## config.mk

```make
export PLATFORM = sky130hd
export DESIGN_NAME = rram_rewrite_ctrl
export DESIGN_NICKNAME = d
export VERILOG_FILES = /design/src/rtl/rrw_pkg.sv /design/src/rtl/rrw_serial_rx.sv /design/src/rtl/rrw_cmd_dec.sv /design/src/rtl/rrw_stage_buf.sv /design/src/rtl/rrw_commit.sv /design/src/rtl/rram_rewrite_ctrl.sv
export SDC_FILE = /design/constraint.sdc
export NUM_CORES = 1
export LEC_CHECK = 0
export BUFFER_PORTS_ARGS = -buffer_cell sky130_fd_sc_hd__buf_2
export CORE_UTILIZATION = 35
export DETAILED_ROUTE_END_ITERATION = 16
export GPL_TIMING_DRIVEN = 0
export SLEW_MARGIN = 20
export SYNTH_ARGS = -nofsm -noshare
export SYNTH_HDL_FRONTEND = slang
export SYNTH_SLANG_ARGS = --single-unit
```

## constraint.sdc

```tcl
create_clock -name clk_i -period 5.2 [get_ports clk_i]
set_clock_uncertainty 0.1 [all_clocks]
set_input_delay 0.26 -clock clk_i [delete_from_list [all_inputs] [get_ports clk_i]]
set_output_delay 0.26 -clock clk_i [all_outputs]
set_load 0.03 [all_outputs]
```

## src/rtl/rrw_pkg.sv

```systemverilog
package rrw_pkg;
  localparam logic [7:0] CMD_STAGE  = 8'h98;
  localparam logic [7:0] CMD_COMMIT = 8'h94;

  typedef enum logic [2:0] {
    DEC_IDLE,
    DEC_CMD,
    DEC_DATA,
    DEC_ADDR,
    DEC_SKIP
  } dec_state_e;
endpackage

```

## src/rtl/rrw_serial_rx.sv

```systemverilog
module rrw_serial_rx #(
  parameter int unsigned SYNC_STAGES = 2
) (
  input  logic       clk_i,
  input  logic       rst_ni,
  input  logic       req_ni,
  input  logic       sclk_i,
  input  logic       sdi_i,
  output logic       byte_vld_o,
  output logic [7:0] byte_o,
  output logic       frm_start_o,
  output logic       frm_end_o
);
  logic [SYNC_STAGES-1:0] req_sr, sclk_sr, sdi_sr;
  logic req_s, sclk_s, sdi_s, req_q, sclk_q;
  logic [2:0] bit_cnt_q;
  logic [7:0] shreg_q;
  logic sclk_rise;

  always_ff @(posedge clk_i or negedge rst_ni) begin
    if (!rst_ni) begin
      req_sr  <= '1;
      sclk_sr <= '0;
      sdi_sr  <= '0;
    end else begin
      req_sr  <= {req_sr[SYNC_STAGES-2:0], req_ni};
      sclk_sr <= {sclk_sr[SYNC_STAGES-2:0], sclk_i};
      sdi_sr  <= {sdi_sr[SYNC_STAGES-2:0], sdi_i};
    end
  end

  assign req_s  = req_sr[SYNC_STAGES-1];
  assign sclk_s = sclk_sr[SYNC_STAGES-1];
  assign sdi_s  = sdi_sr[SYNC_STAGES-1];

  always_ff @(posedge clk_i or negedge rst_ni) begin
    if (!rst_ni) begin
      req_q  <= 1'b1;
      sclk_q <= 1'b0;
    end else begin
      req_q  <= req_s;
      sclk_q <= sclk_s;
    end
  end

  assign frm_start_o = req_q & ~req_s;
  assign frm_end_o   = ~req_q & req_s;
  assign sclk_rise   = sclk_s & ~sclk_q & ~req_s;

  always_ff @(posedge clk_i or negedge rst_ni) begin
    if (!rst_ni) begin
      bit_cnt_q  <= '0;
      shreg_q    <= '0;
      byte_vld_o <= 1'b0;
      byte_o     <= '0;
    end else begin
      byte_vld_o <= 1'b0;
      if (frm_start_o || frm_end_o) begin
        bit_cnt_q <= '0;  // partial byte dropped
      end else if (sclk_rise) begin
        shreg_q   <= {shreg_q[6:0], sdi_s};
        bit_cnt_q <= bit_cnt_q + 3'd1;
        if (bit_cnt_q == 3'd7) begin
          byte_vld_o <= 1'b1;
          byte_o     <= {shreg_q[6:0], sdi_s};
        end
      end
    end
  end

  AST_BYTE_IN_FRAME: assert property (@(posedge clk_i) disable iff (!rst_ni)
    byte_vld_o |-> $past(!req_s));
endmodule

```

## src/rtl/rrw_cmd_dec.sv

```systemverilog
module rrw_cmd_dec
  import rrw_pkg::*;
#(
  parameter int unsigned DATA_W    = 24,
  parameter int unsigned ADDR_W    = 6,
  parameter int unsigned MAX_WORDS = 16,
  localparam int unsigned IDX_W    = $clog2(MAX_WORDS),
  localparam int unsigned CNT_W    = $clog2(MAX_WORDS + 1),
  localparam int unsigned BPW      = DATA_W / 8,
  localparam int unsigned BIDX_W   = (BPW > 1) ? $clog2(BPW) : 1
) (
  input  logic              clk_i,
  input  logic              rst_ni,
  input  logic              byte_vld_i,
  input  logic [7:0]        byte_i,
  input  logic              frm_start_i,
  input  logic              frm_end_i,
  input  logic              busy_i,
  output logic              push_o,
  output logic [IDX_W-1:0]  push_idx_o,
  output logic [DATA_W-1:0] push_data_o,
  output logic              start_o,
  output logic [ADDR_W-1:0] start_addr_o,
  output logic [CNT_W-1:0]  start_cnt_o
);
  dec_state_e state_q;
  logic [CNT_W-1:0]  cnt_q;
  logic [BIDX_W-1:0] bidx_q;
  logic [DATA_W-1:0] word_sr_q;
  logic [DATA_W-1:0] word_next;

  assign word_next = {word_sr_q[DATA_W-9:0], byte_i};

  always_ff @(posedge clk_i or negedge rst_ni) begin
    if (!rst_ni) begin
      state_q      <= DEC_IDLE;
      cnt_q        <= '0;
      bidx_q       <= '0;
      word_sr_q    <= '0;
      push_o       <= 1'b0;
      push_idx_o   <= '0;
      push_data_o  <= '0;
      start_o      <= 1'b0;
      start_addr_o <= '0;
      start_cnt_o  <= '0;
    end else begin
      push_o  <= 1'b0;
      start_o <= 1'b0;
      if (frm_end_i) begin
        state_q <= DEC_IDLE;
      end else if (frm_start_i) begin
        state_q <= DEC_CMD;
      end else if (byte_vld_i) begin
        unique case (state_q)
          DEC_CMD: begin
            if (busy_i) begin
              state_q <= DEC_SKIP;
            end else if (byte_i == CMD_STAGE) begin
              state_q <= DEC_DATA;
              cnt_q   <= '0;
              bidx_q  <= '0;
            end else if (byte_i == CMD_COMMIT && cnt_q != '0) begin
              state_q <= DEC_ADDR;
            end else begin
              state_q <= DEC_SKIP;
            end
          end
          DEC_DATA: begin
            word_sr_q <= word_next;
            if (bidx_q == BIDX_W'(BPW - 1)) begin
              bidx_q <= '0;
              if (cnt_q < CNT_W'(MAX_WORDS)) begin
                push_o      <= 1'b1;
                push_idx_o  <= cnt_q[IDX_W-1:0];
                push_data_o <= word_next;
                cnt_q       <= cnt_q + CNT_W'(1);
              end
            end else begin
              bidx_q <= bidx_q + BIDX_W'(1);
            end
          end
          DEC_ADDR: begin
            start_o      <= 1'b1;
            start_addr_o <= byte_i[ADDR_W-1:0];
            start_cnt_o  <= cnt_q;
            cnt_q        <= '0;
            state_q      <= DEC_SKIP;
          end
          default: ;
        endcase
      end
    end
  end

  AST_STAGE_LIMIT: assert property (@(posedge clk_i) disable iff (!rst_ni)
    cnt_q <= CNT_W'(MAX_WORDS));
  AST_COMMIT_NEEDS_WORDS: assert property (@(posedge clk_i) disable iff (!rst_ni)
    start_o |-> (start_cnt_o != '0) && $past(cnt_q != '0));
  AST_NO_START_BUSY: assert property (@(posedge clk_i) disable iff (!rst_ni)
    start_o |-> !$past(busy_i));
endmodule

```

## src/rtl/rrw_stage_buf.sv

```systemverilog
module rrw_stage_buf #(
  parameter int unsigned DATA_W    = 24,
  parameter int unsigned MAX_WORDS = 16,
  localparam int unsigned IDX_W    = $clog2(MAX_WORDS)
) (
  input  logic              clk_i,
  input  logic              rst_ni,
  input  logic              we_i,
  input  logic [IDX_W-1:0]  widx_i,
  input  logic [DATA_W-1:0] wdata_i,
  input  logic [IDX_W-1:0]  ridx_i,
  output logic [DATA_W-1:0] rdata_o
);
  logic [DATA_W-1:0] mem_q [MAX_WORDS];

  for (genvar g = 0; g < MAX_WORDS; g++) begin : g_ent
    always_ff @(posedge clk_i or negedge rst_ni) begin
      if (!rst_ni)                                mem_q[g] <= '0;
      else if (we_i && widx_i == IDX_W'(g))       mem_q[g] <= wdata_i;
    end
  end

  assign rdata_o = mem_q[ridx_i];
endmodule

```

## src/rtl/rrw_commit.sv

```systemverilog
module rrw_commit #(
  parameter int unsigned DATA_W    = 24,
  parameter int unsigned ADDR_W    = 6,
  parameter int unsigned MAX_WORDS = 16,
  parameter int unsigned BUSY_STEP = 2,
  localparam int unsigned IDX_W    = $clog2(MAX_WORDS),
  localparam int unsigned CNT_W    = $clog2(MAX_WORDS + 1),
  localparam int unsigned ROOM_W   = ADDR_W + 1,
  localparam int unsigned BUSY_W   = $clog2(MAX_WORDS * BUSY_STEP + 1)
) (
  input  logic              clk_i,
  input  logic              rst_ni,
  input  logic              start_i,
  input  logic [ADDR_W-1:0] start_addr_i,
  input  logic [CNT_W-1:0]  start_cnt_i,
  input  logic [ADDR_W-1:0] exec_addr_i,
  output logic [IDX_W-1:0]  rd_idx_o,
  input  logic [DATA_W-1:0] rd_data_i,
  output logic              busy_o,
  output logic              ram_we_o,
  output logic [ADDR_W-1:0] ram_waddr_o,
  output logic [DATA_W-1:0] ram_wdata_o
);
  logic [ADDR_W-1:0] base_q;
  logic [CNT_W-1:0]  n_q, k_q, lim;
  logic [BUSY_W-1:0] min_q;
  logic              busy_q, hit;
  logic [ROOM_W-1:0] room, tgt;

  // words that still fit below the top of the RAM
  assign room = ROOM_W'(1 << ADDR_W) - {1'b0, start_addr_i};
  assign lim  = (ROOM_W'(start_cnt_i) > room) ? CNT_W'(room) : start_cnt_i;
  assign tgt  = ROOM_W'(base_q) + ROOM_W'(k_q);
  assign hit  = busy_q && (k_q < n_q) && (tgt == {1'b0, exec_addr_i});
  assign rd_idx_o = k_q[IDX_W-1:0];
  assign busy_o   = busy_q;

  always_ff @(posedge clk_i or negedge rst_ni) begin
    if (!rst_ni) begin
      base_q      <= '0;
      n_q         <= '0;
      k_q         <= '0;
      min_q       <= '0;
      busy_q      <= 1'b0;
      ram_we_o    <= 1'b0;
      ram_waddr_o <= '0;
      ram_wdata_o <= '0;
    end else begin
      ram_we_o <= 1'b0;
      if (start_i && !busy_q) begin
        base_q <= start_addr_i;
        n_q    <= lim;
        k_q    <= '0;
        min_q  <= BUSY_W'((MAX_WORDS - int'(start_cnt_i)) * BUSY_STEP);
        busy_q <= 1'b1;
      end else if (busy_q) begin
        if (min_q != '0) min_q <= min_q - BUSY_W'(1);
        if (hit) begin
          ram_we_o    <= 1'b1;
          ram_waddr_o <= exec_addr_i;
          ram_wdata_o <= rd_data_i;
          k_q         <= k_q + CNT_W'(1);
        end else if (k_q == n_q && min_q == '0) begin
          busy_q <= 1'b0;
        end
      end
    end
  end

  AST_WE_AT_EXEC: assert property (@(posedge clk_i) disable iff (!rst_ni)
    ram_we_o |-> ram_waddr_o == $past(exec_addr_i));
  AST_WE_IN_ORDER: assert property (@(posedge clk_i) disable iff (!rst_ni)
    ram_we_o |=> !ram_we_o || ram_waddr_o == $past(ram_waddr_o) + ADDR_W'(1));
  AST_WE_WHILE_BUSY: assert property (@(posedge clk_i) disable iff (!rst_ni)
    ram_we_o |-> busy_q);
  AST_MIN_BUSY: assert property (@(posedge clk_i) disable iff (!rst_ni)
    $fell(busy_q) |-> $past(min_q) == '0);
endmodule

```

## src/rtl/rram_rewrite_ctrl.sv

```systemverilog
module rram_rewrite_ctrl #(
  parameter int unsigned DATA_W      = 24,
  parameter int unsigned ADDR_W      = 6,
  parameter int unsigned MAX_WORDS   = 16,
  parameter int unsigned BUSY_STEP   = 2,
  parameter int unsigned SYNC_STAGES = 2,
  localparam int unsigned IDX_W      = $clog2(MAX_WORDS),
  localparam int unsigned CNT_W      = $clog2(MAX_WORDS + 1)
) (
  input  logic              clk_i,
  input  logic              rst_ni,
  input  logic              req_ni,
  input  logic              sclk_i,
  input  logic              sdi_i,
  input  logic [ADDR_W-1:0] exec_addr_i,
  output logic              rdy_o,
  output logic              ram_we_o,
  output logic [ADDR_W-1:0] ram_waddr_o,
  output logic [DATA_W-1:0] ram_wdata_o
);
  logic              byte_vld, frm_start, frm_end, busy;
  logic [7:0]        byte_d;
  logic              push, start;
  logic [IDX_W-1:0]  push_idx, rd_idx;
  logic [DATA_W-1:0] push_data, rd_data;
  logic [ADDR_W-1:0] start_addr;
  logic [CNT_W-1:0]  start_cnt;

  rrw_serial_rx #(.SYNC_STAGES(SYNC_STAGES)) u_rx (
    .clk_i, .rst_ni, .req_ni, .sclk_i, .sdi_i,
    .byte_vld_o(byte_vld), .byte_o(byte_d),
    .frm_start_o(frm_start), .frm_end_o(frm_end)
  );

  rrw_cmd_dec #(.DATA_W(DATA_W), .ADDR_W(ADDR_W), .MAX_WORDS(MAX_WORDS)) u_dec (
    .clk_i, .rst_ni,
    .byte_vld_i(byte_vld), .byte_i(byte_d),
    .frm_start_i(frm_start), .frm_end_i(frm_end), .busy_i(busy),
    .push_o(push), .push_idx_o(push_idx), .push_data_o(push_data),
    .start_o(start), .start_addr_o(start_addr), .start_cnt_o(start_cnt)
  );

  rrw_stage_buf #(.DATA_W(DATA_W), .MAX_WORDS(MAX_WORDS)) u_buf (
    .clk_i, .rst_ni,
    .we_i(push), .widx_i(push_idx), .wdata_i(push_data),
    .ridx_i(rd_idx), .rdata_o(rd_data)
  );

  rrw_commit #(.DATA_W(DATA_W), .ADDR_W(ADDR_W), .MAX_WORDS(MAX_WORDS),
               .BUSY_STEP(BUSY_STEP)) u_commit (
    .clk_i, .rst_ni,
    .start_i(start), .start_addr_i(start_addr), .start_cnt_i(start_cnt),
    .exec_addr_i, .rd_idx_o(rd_idx), .rd_data_i(rd_data),
    .busy_o(busy), .ram_we_o, .ram_waddr_o, .ram_wdata_o
  );

  assign rdy_o = ~busy;

  AST_RDY_DROP: assert property (@(posedge clk_i) disable iff (!rst_ni)
    start |=> !rdy_o);
  AST_RESET_QUIET: assert property (@(posedge clk_i) disable iff (!rst_ni)
    rdy_o |-> !ram_we_o);
endmodule

```

== Word level (Yosys, flattened, before mapping) ==
Index checks and enable logic that the tools add are counted.
Widths: inputs -> output; s select.
Storage, ports and cells
  register bits after elaboration: 532
  bits in latches: 0
  RAM bits: 0
  memory bits (read-only): 0
  bits of input ports: 11
  output and inout bits: 32
  word-level logic and storage cells: 190
  memories kept: 0
Cells by class
  add/subtract/negate cells: 8
  multipliers: 0
  div/mod/pow operators: 0
  $lt $le $gt $ge: 4
  eq/ne operators: 28
  shift-type cells: 0
  muxes and demuxes: 48
  bitwise logic cells: 13
  reduce and logical (&&, ||, !) cells: 46
Operator list (count)
  $bmux 24 s4: 1
  $mux 24: 2
  $mux 5: 8
  $eq 4x4->1 const B: 8
  $mux 3: 8
  $logic_and 1x1->1: 21
  $mux 1: 20
  $mux 6: 3
  $eq 4x3->1 const B: 4
  $eq 8x8->1 const B: 2
  $pmux 5 s3: 1
  $reduce_and 6->1: 2
  $add 5x1->5 const B: 2
  $reduce_bool 2->1: 5
  $eq 4x2->1 const B: 2
  $not 1->1: 8
  $reduce_and 2->1: 4
  $reduce_and 4->1: 2
  $reduce_and 8->1: 1
  $add 6x5->7: 1
  $eq 7x6->1: 1
  $gt 5x7->1: 1
  $sub 7x6->7 const A: 1
  $eq 3x2->1 const B: 2
  other kinds (28): 37

== Longest topological paths before layout ==
  depth after elaboration: 9
  depth in mapped cells: 12
  depth with buffers taken out: 11

== Hierarchy ==
Synthesis repeated with hierarchy kept, for this count alone.
Unflattened totals
  cell total of the unflattened synthesis: 1573
  area, all modules: 24319.6 µm²
Modules (own cells, without submodules)
  rrw_stage_buf: instances 1, cells each 1058, area an instance 17406.7 µm², seq. area each 9609.2 µm²
  rrw_commit: instances 1, cells each 267, area an instance 3075.4 µm², seq. area each 1351.3 µm²
  rrw_cmd_dec: instances 1, cells each 188, area an instance 2798.9 µm², seq. area each 1676.6 µm²
  rrw_serial_rx: instances 1, cells each 59, area an instance 1034.7 µm², seq. area each 679.4 µm²
  rram_rewrite_ctrl: instances 1, cells each 1, area an instance 3.8 µm², seq. area each 0.0 µm²

== Worst setup path before layout ==
Ideal clock, no wire load.
  kind: register to register
  from: register u_commit.k_q[0]
  to: register u_commit.ram_waddr_o[2]
  data arrival time: 2.724 ns
  required time: 4.975 ns
  path slack: 2.251 ns
  stages on the path, launching flop included: 11
  buffers on the path: 2
  period minus slack after synthesis: 2.949 ns
  cell sequence: dfrtp_1 -> ha_1 -> fa_1 -> xor2_1 -> nor4_2 -> nand4_1 -> or3_1 -> or2_1 -> buf_6 -> buf_12 -> mux2_4
On the way
  longest elaborated chain between the ends: 4
  elaborated cells on any way between the ends: 6
  those cells by class: 1 x add/sub; 1 x order compare; 1 x eq/ne; 3 x reduce/logical
RTL lines
  from (decl): line rrw_commit.sv:25  | logic [CNT_W-1:0] n_q, k_q, lim;
  from (signal assigned): line rrw_commit.sv:62  | k_q <= k_q + CNT_W'(1);
  $add 6x5->7 or $lt 5x5->1 (tied branches): line rrw_commit.sv:33, rrw_commit.sv:34
  $eq 7x6->1 or $logic_and 1x1->1 (tied branches): line rrw_commit.sv:34  | assign hit = busy_q && (k_q < n_q) && (tgt == {1'b0, exec_addr_i});
  $logic_and 1x1->1 *: line rrw_commit.sv:34
  $reduce_and 3->1 (no line) *
  to (signal assigned): line rrw_commit.sv:60  | ram_waddr_o <= exec_addr_i;
  to (decl): line rrw_commit.sv:21  | output logic [ADDR_W-1:0] ram_waddr_o,
Every way passes the cells marked *; elsewhere a longest branch is shown, timed or not.
A chain may end at the register's enable or synchronous reset.

== Worst setup path in the final report ==
  from: register u_commit.k_q[1]
  to: register u_commit.ram_wdata_o[22]
On the way
  longest elaborated chain between the ends: 4
  elaborated cells on any way between the ends: 10
  those cells by class: 1 x add/sub; 1 x order compare; 1 x eq/ne; 3 x mux; 1 x bitwise; 3 x reduce/logical
RTL lines
  $add 6x5->7 (tied with other cells): line rrw_commit.sv:33  | assign tgt = ROOM_W'(base_q) + ROOM_W'(k_q);
  $eq 7x6->1 (tied with other cells): line rrw_commit.sv:34
  $logic_and 1x1->1 or $mux 24 (tied branches): line rrw_commit.sv:34, rrw_stage_buf.sv:23
  $reduce_and 3->1 (no line) or $mux 24 (tied branches)
  to (signal assigned): line rrw_commit.sv:61  | ram_wdata_o <= rd_data_i;
  to (decl): line rrw_commit.sv:22  | output logic [DATA_W-1:0] ram_wdata_o
Several ways; a longest one is shown, not always the timed one. The select of a mux whose other input is x is not followed.

==> impl_metrics.csv <==
group,metric,value,unit
run_status,outcome,"finished, final reports clean",
yosys,synth_sequential_area_ratio,0.5586,
yosys,synth_compound_gate_area_share,0.01868,
yosys,postSynth.asyncResetShare,1.000,
yosys,yosysTopAreaCellShare,0.5553,
route,finalWirelength,56480,um
power,total_power_per_unit_cell_area,310.4,nW/um2
worst_setup_path,r2r.worst_path.cells,6,
global_route,grt_pass1_vias,14610,
route,postRouteAntennaNets,0,
worst_setup_path,chain_of_cells_forming_the_critical_path,"clkbuf_1, clkbuf_1, buf_1, mux4_2, mux4_2, mux2_4",
yosys,yosys_register_bits,532,
timing,actual_transition_at_the_worst_max_transition_pin,1.126,ns
layout,stdcell_area,27330,um2
yosys,synthDominantAreaCellType,"sky130_fd_sc_hd__dfrtp_1",
layout,nNetsFinal,1680,
worst_setup_path,timing.rr.start,"u_commit.k_q[1]",
timing,setup_repair_after_global_routing_missed_its_margin,"no",
yosys,synth_fa_ha_area_frac,0.01396,
route,route.detailed.drc,0,
worst_setup_path,setup.worst_path.end_class,"flip-flop",
clock_tree,clk_root_buffer_cell,"sky130_fd_sc_hd__clkbuf_16",
clock_tree,path_clk_slew,0.06,ns
global_route,globalRouteOverflowTotal,0,
worst_setup_path,worst-setup-path-type,"reg2reg",
timing,timing.final.max_slew_violations,0,
worst_setup_path,worstSetupStartpointType,"flip-flop",
layout,regArea,13320,um2
worst_setup_path,worstReg2RegEnd,"u_commit.ram_wdata_o[22]",
layout,final_layout_size_suffix_gt1_frac,0.4494,
timing,final.setup.worst_slack,1.237,ns
route,drt-initial-drc-count,721,
worst_setup_path,critical_path_arrival,4.36,ns
clock_tree,clock_insertion_delay_worst_skew,0.62,ns
global_route,grt_pass1_wl,89600,um
floorplanning,die_w,263.0,um
yosys,synth_mux_area_frac,0.3484,
floorplanning,start_util,0.3543,
route,drt-pass1-iter-count,5,
timing,timing.final.hold_violations,0,
clock_tree,cts_inserted_buffers,57,
yosys,dominant_combinational_cell_family_by_area_after_synthesis,"multiplexers",
yosys,number_of_enable_type_register_cells_in_the_synthesized_netlist,0,
yosys,synth_simple_gate_area_frac,0.02866,
floorplanning,core-area,67280,um2
flow_run,drv_cap,0,
placement,dp_hpwl,38320,um
yosys,post_synthesis_instance_area,23840,um2
min_path,min-delay-path-class,"in2async",
yosys,synth_cells,1527,
placement,post_detailed_placement_cell_area,25290,um2
yosys,yosysMostFrequentCell,"sky130_fd_sc_hd__dfrtp_1",
floorplanning,count_of_pins_on_the_block_boundary,43,
worst_setup_path,reg2reg_slack,1.24,ns
floorplanning,floorplan.die_area,69160,um2
yosys,count_of_synthesis_stage_warnings_from_yosys,0,
clock_tree,cts.htree.levels,2,
floorplanning,cell_row_count,95,
layout,multiInputGateArea,9948,um2
yosys,yosys.area_share.xor_xnor,0.007558,
global_route,groute.usage.overall,0.1686,
global_route,grt_antenna_before_repair,0,
timing,highest_clock_rate,252.4,MHz
clock_tree,cts_tree,"done",
yosys,ys.flop_type,"sky130_fd_sc_hd__dfrtp_1",
power,max-vdd-ir-drop,0.2482,mV
worst_setup_path,worst_path_largest_cell_delay,0.90,ns
placement,buffer_ports.inserted,42,
worst_setup_path,critical-path-slowest-cell,"sky130_fd_sc_hd__buf_1",
layout,fill_cells,6123,
layout,antenna_cells,0,
yosys,yosys-top-cells-count,"sky130_fd_sc_hd__dfrtp_1, sky130_fd_sc_hd__mux2_2, sky130_fd_sc_hd__mux4_2, sky130_fd_sc_hd__clkbuf_1, sky130_fd_sc_hd__nand2_1",
timing,final_period_minus_worst_setup_slack,3.963,ns
power,power.static_leakage,12.99,nW
placement,globalplace.congestion,0.8233,
yosys,synthesis.area_per_instance,15.61,um2
clock_tree,clock-sinks,532,
worst_setup_path,critPathRequiredTime,5.60,ns
yosys,synth.lib_cells_used.distinct,56,
global_route,grt_start_max_net_pins,102,
timing,fin_crit_sh,0.7621,
route,route.detailed.vias_per_inst,5.221,
placement,dp_slack,1.293,ns
timing,slew_headroom,0.2493,
worst_setup_path,crit_path_max_fanout,10,
yosys,synthTopCellsByArea,"sky130_fd_sc_hd__dfrtp_1, sky130_fd_sc_hd__mux2_2, sky130_fd_sc_hd__mux4_2, sky130_fd_sc_hd__mux2_4, sky130_fd_sc_hd__clkbuf_1",
timing,hold_ws,0.1541,ns
yosys,mappedNetlistNets,1564,
clock_tree,clockBufferDepth,3,
layout,synthToLayoutAreaGrowth,14.62,%
timing,setup-violations-final,0,
route,route.detailed.wl_per_inst,22.05,um
power,post-layout-total-power,8.481,mW
route,via_count,13380,
floorplanning,die_height,263.0,um
through the flow:
step / cells / setup TNS [ns] / util
after global routing: 2562 / 0 / 0.4062
after detailed placement: 2447 / 0 / 0.3759
final: 2562 / 0 / 0.4062
after floorplan: 1527 / 0 / -
after CTS: 2562 / 0 / 0.4061
after global placement: 2442 / -3672.01 / 0.3737
cells in the final DEF, fill, tap and decap left out, drive strengths merged, types with 5 or more instances in the layout:
cell,n
a21oi,20
buf,67
clkbuf,173
clkinv,11
dfrtp,529
dlygate4sd3,10
ha,25
inv,29
mux2,483
mux2i,6
mux4,120
nand2,37
nand2b,12
nand3,8
nor2,34
nor2b,9
nor3,6
nor3b,6
o21ai,20
o31ai,5
xnor2,7
xor2,11
per-layer routing:
metal / share of wire / wire length [um] / vias to the layer above / GRT usage
met4: 0.021 / 1176 / 0 / 0.04520
met5: 0 / 0 / - / 0
met2: 0.49 / 27580 / 180 / 0.2775
li1: - / - / 5873 / -
met1: 0.46 / 25990 / 7249 / 0.2319
met3: 0.031 / 1736 / 75 / 0.02647
cells by family after synthesis:
| family | count (synthesis) |
|---|---|
| xor gates and xnor gates | 19 |
| adders and majority gates | 26 |
| DFF | 532 |
| AOI/OAI and AO/OA | 72 |
| muxes | 609 |
| and+or+nand+nor | 135 |
| buffers and inverters | 134 |
flip-flops by register name, indices dropped and copies added (netlist names), 2 cells and up:
| signal | cells |
|---|---|
| u_buf.mem_q | 384 |
| u_commit.ram_wdata_o | 24 |
| u_dec.push_data_o | 24 |
| u_dec.word_sr_q | 16 |
| u_rx.byte_o | 8 |
| u_rx.shreg_q | 7 |
| u_commit.base_q | 6 |
| u_commit.min_q | 6 |
| u_commit.ram_waddr_o | 6 |
| u_dec.start_addr_o | 6 |
| u_commit.k_q | 5 |
| u_commit.n_q | 5 |
| u_dec.cnt_q | 5 |
| u_dec.start_cnt_o | 5 |
| u_dec.push_idx_o | 4 |
| u_dec.state_q | 3 |
| u_rx.bit_cnt_q | 3 |
| u_dec.bidx_q | 2 |
| u_rx.req_sr | 2 |
| u_rx.sclk_sr | 2 |
| u_rx.sdi_sr | 2 |
timing repair:
item,4_1_cts,5_1_grt
endpoints found under the hold margin,82,0
setup buffers,0,0
hold buffers,10,0
resized for setup,0,0
cell type report:
| type | count | share of cell area |
|---|---|---|
| well taps | 873 | 0.03997 |
| plain buffers | 107 | 0.01740 |
| clock buffers | 86 | 0.06131 |
| clock inverters | 19 | 0.009433 |
| multi-input cells | 861 | 0.3641 |
| inverters | 27 | 0.003709 |
| flip-flops and latches | 532 | 0.4873 |
| repair buffers | 57 | 0.01676 |
where the power goes:
group	internal (mW)	switching, mW	total (mW)
combinational	0.0419	0.101	0.143
sequential	4.16	0.0145	4.18
clock	2.43	1.73	4.16
worst max-delay path by stage:
stage                    startpoint                  endpoint  slack, ns  cells past startpoint
global placement             rst_ni  u_commit.ram_wdata_o[18]      -7.03                      1
CTS                 u_commit.k_q[1]  u_commit.ram_wdata_o[22]       1.24                      6
finish              u_commit.k_q[1]  u_commit.ram_wdata_o[22]       1.24                      6
floorplan           u_commit.k_q[0]   u_commit.ram_waddr_o[2]       2.25                     10
detailed placement  u_commit.k_q[1]  u_commit.ram_wdata_o[22]       1.29                      6
global route        u_commit.k_q[1]  u_commit.ram_wdata_o[22]       1.13                      6
worst max-delay path: cells and delay by family (launching register included):
kind / cells / cell delay [ns]
DFF: 1 / 0.47
buffers and inverters: 3 / 2.01
muxes: 3 / 1.23
Power figures use the tool's default switching activity.
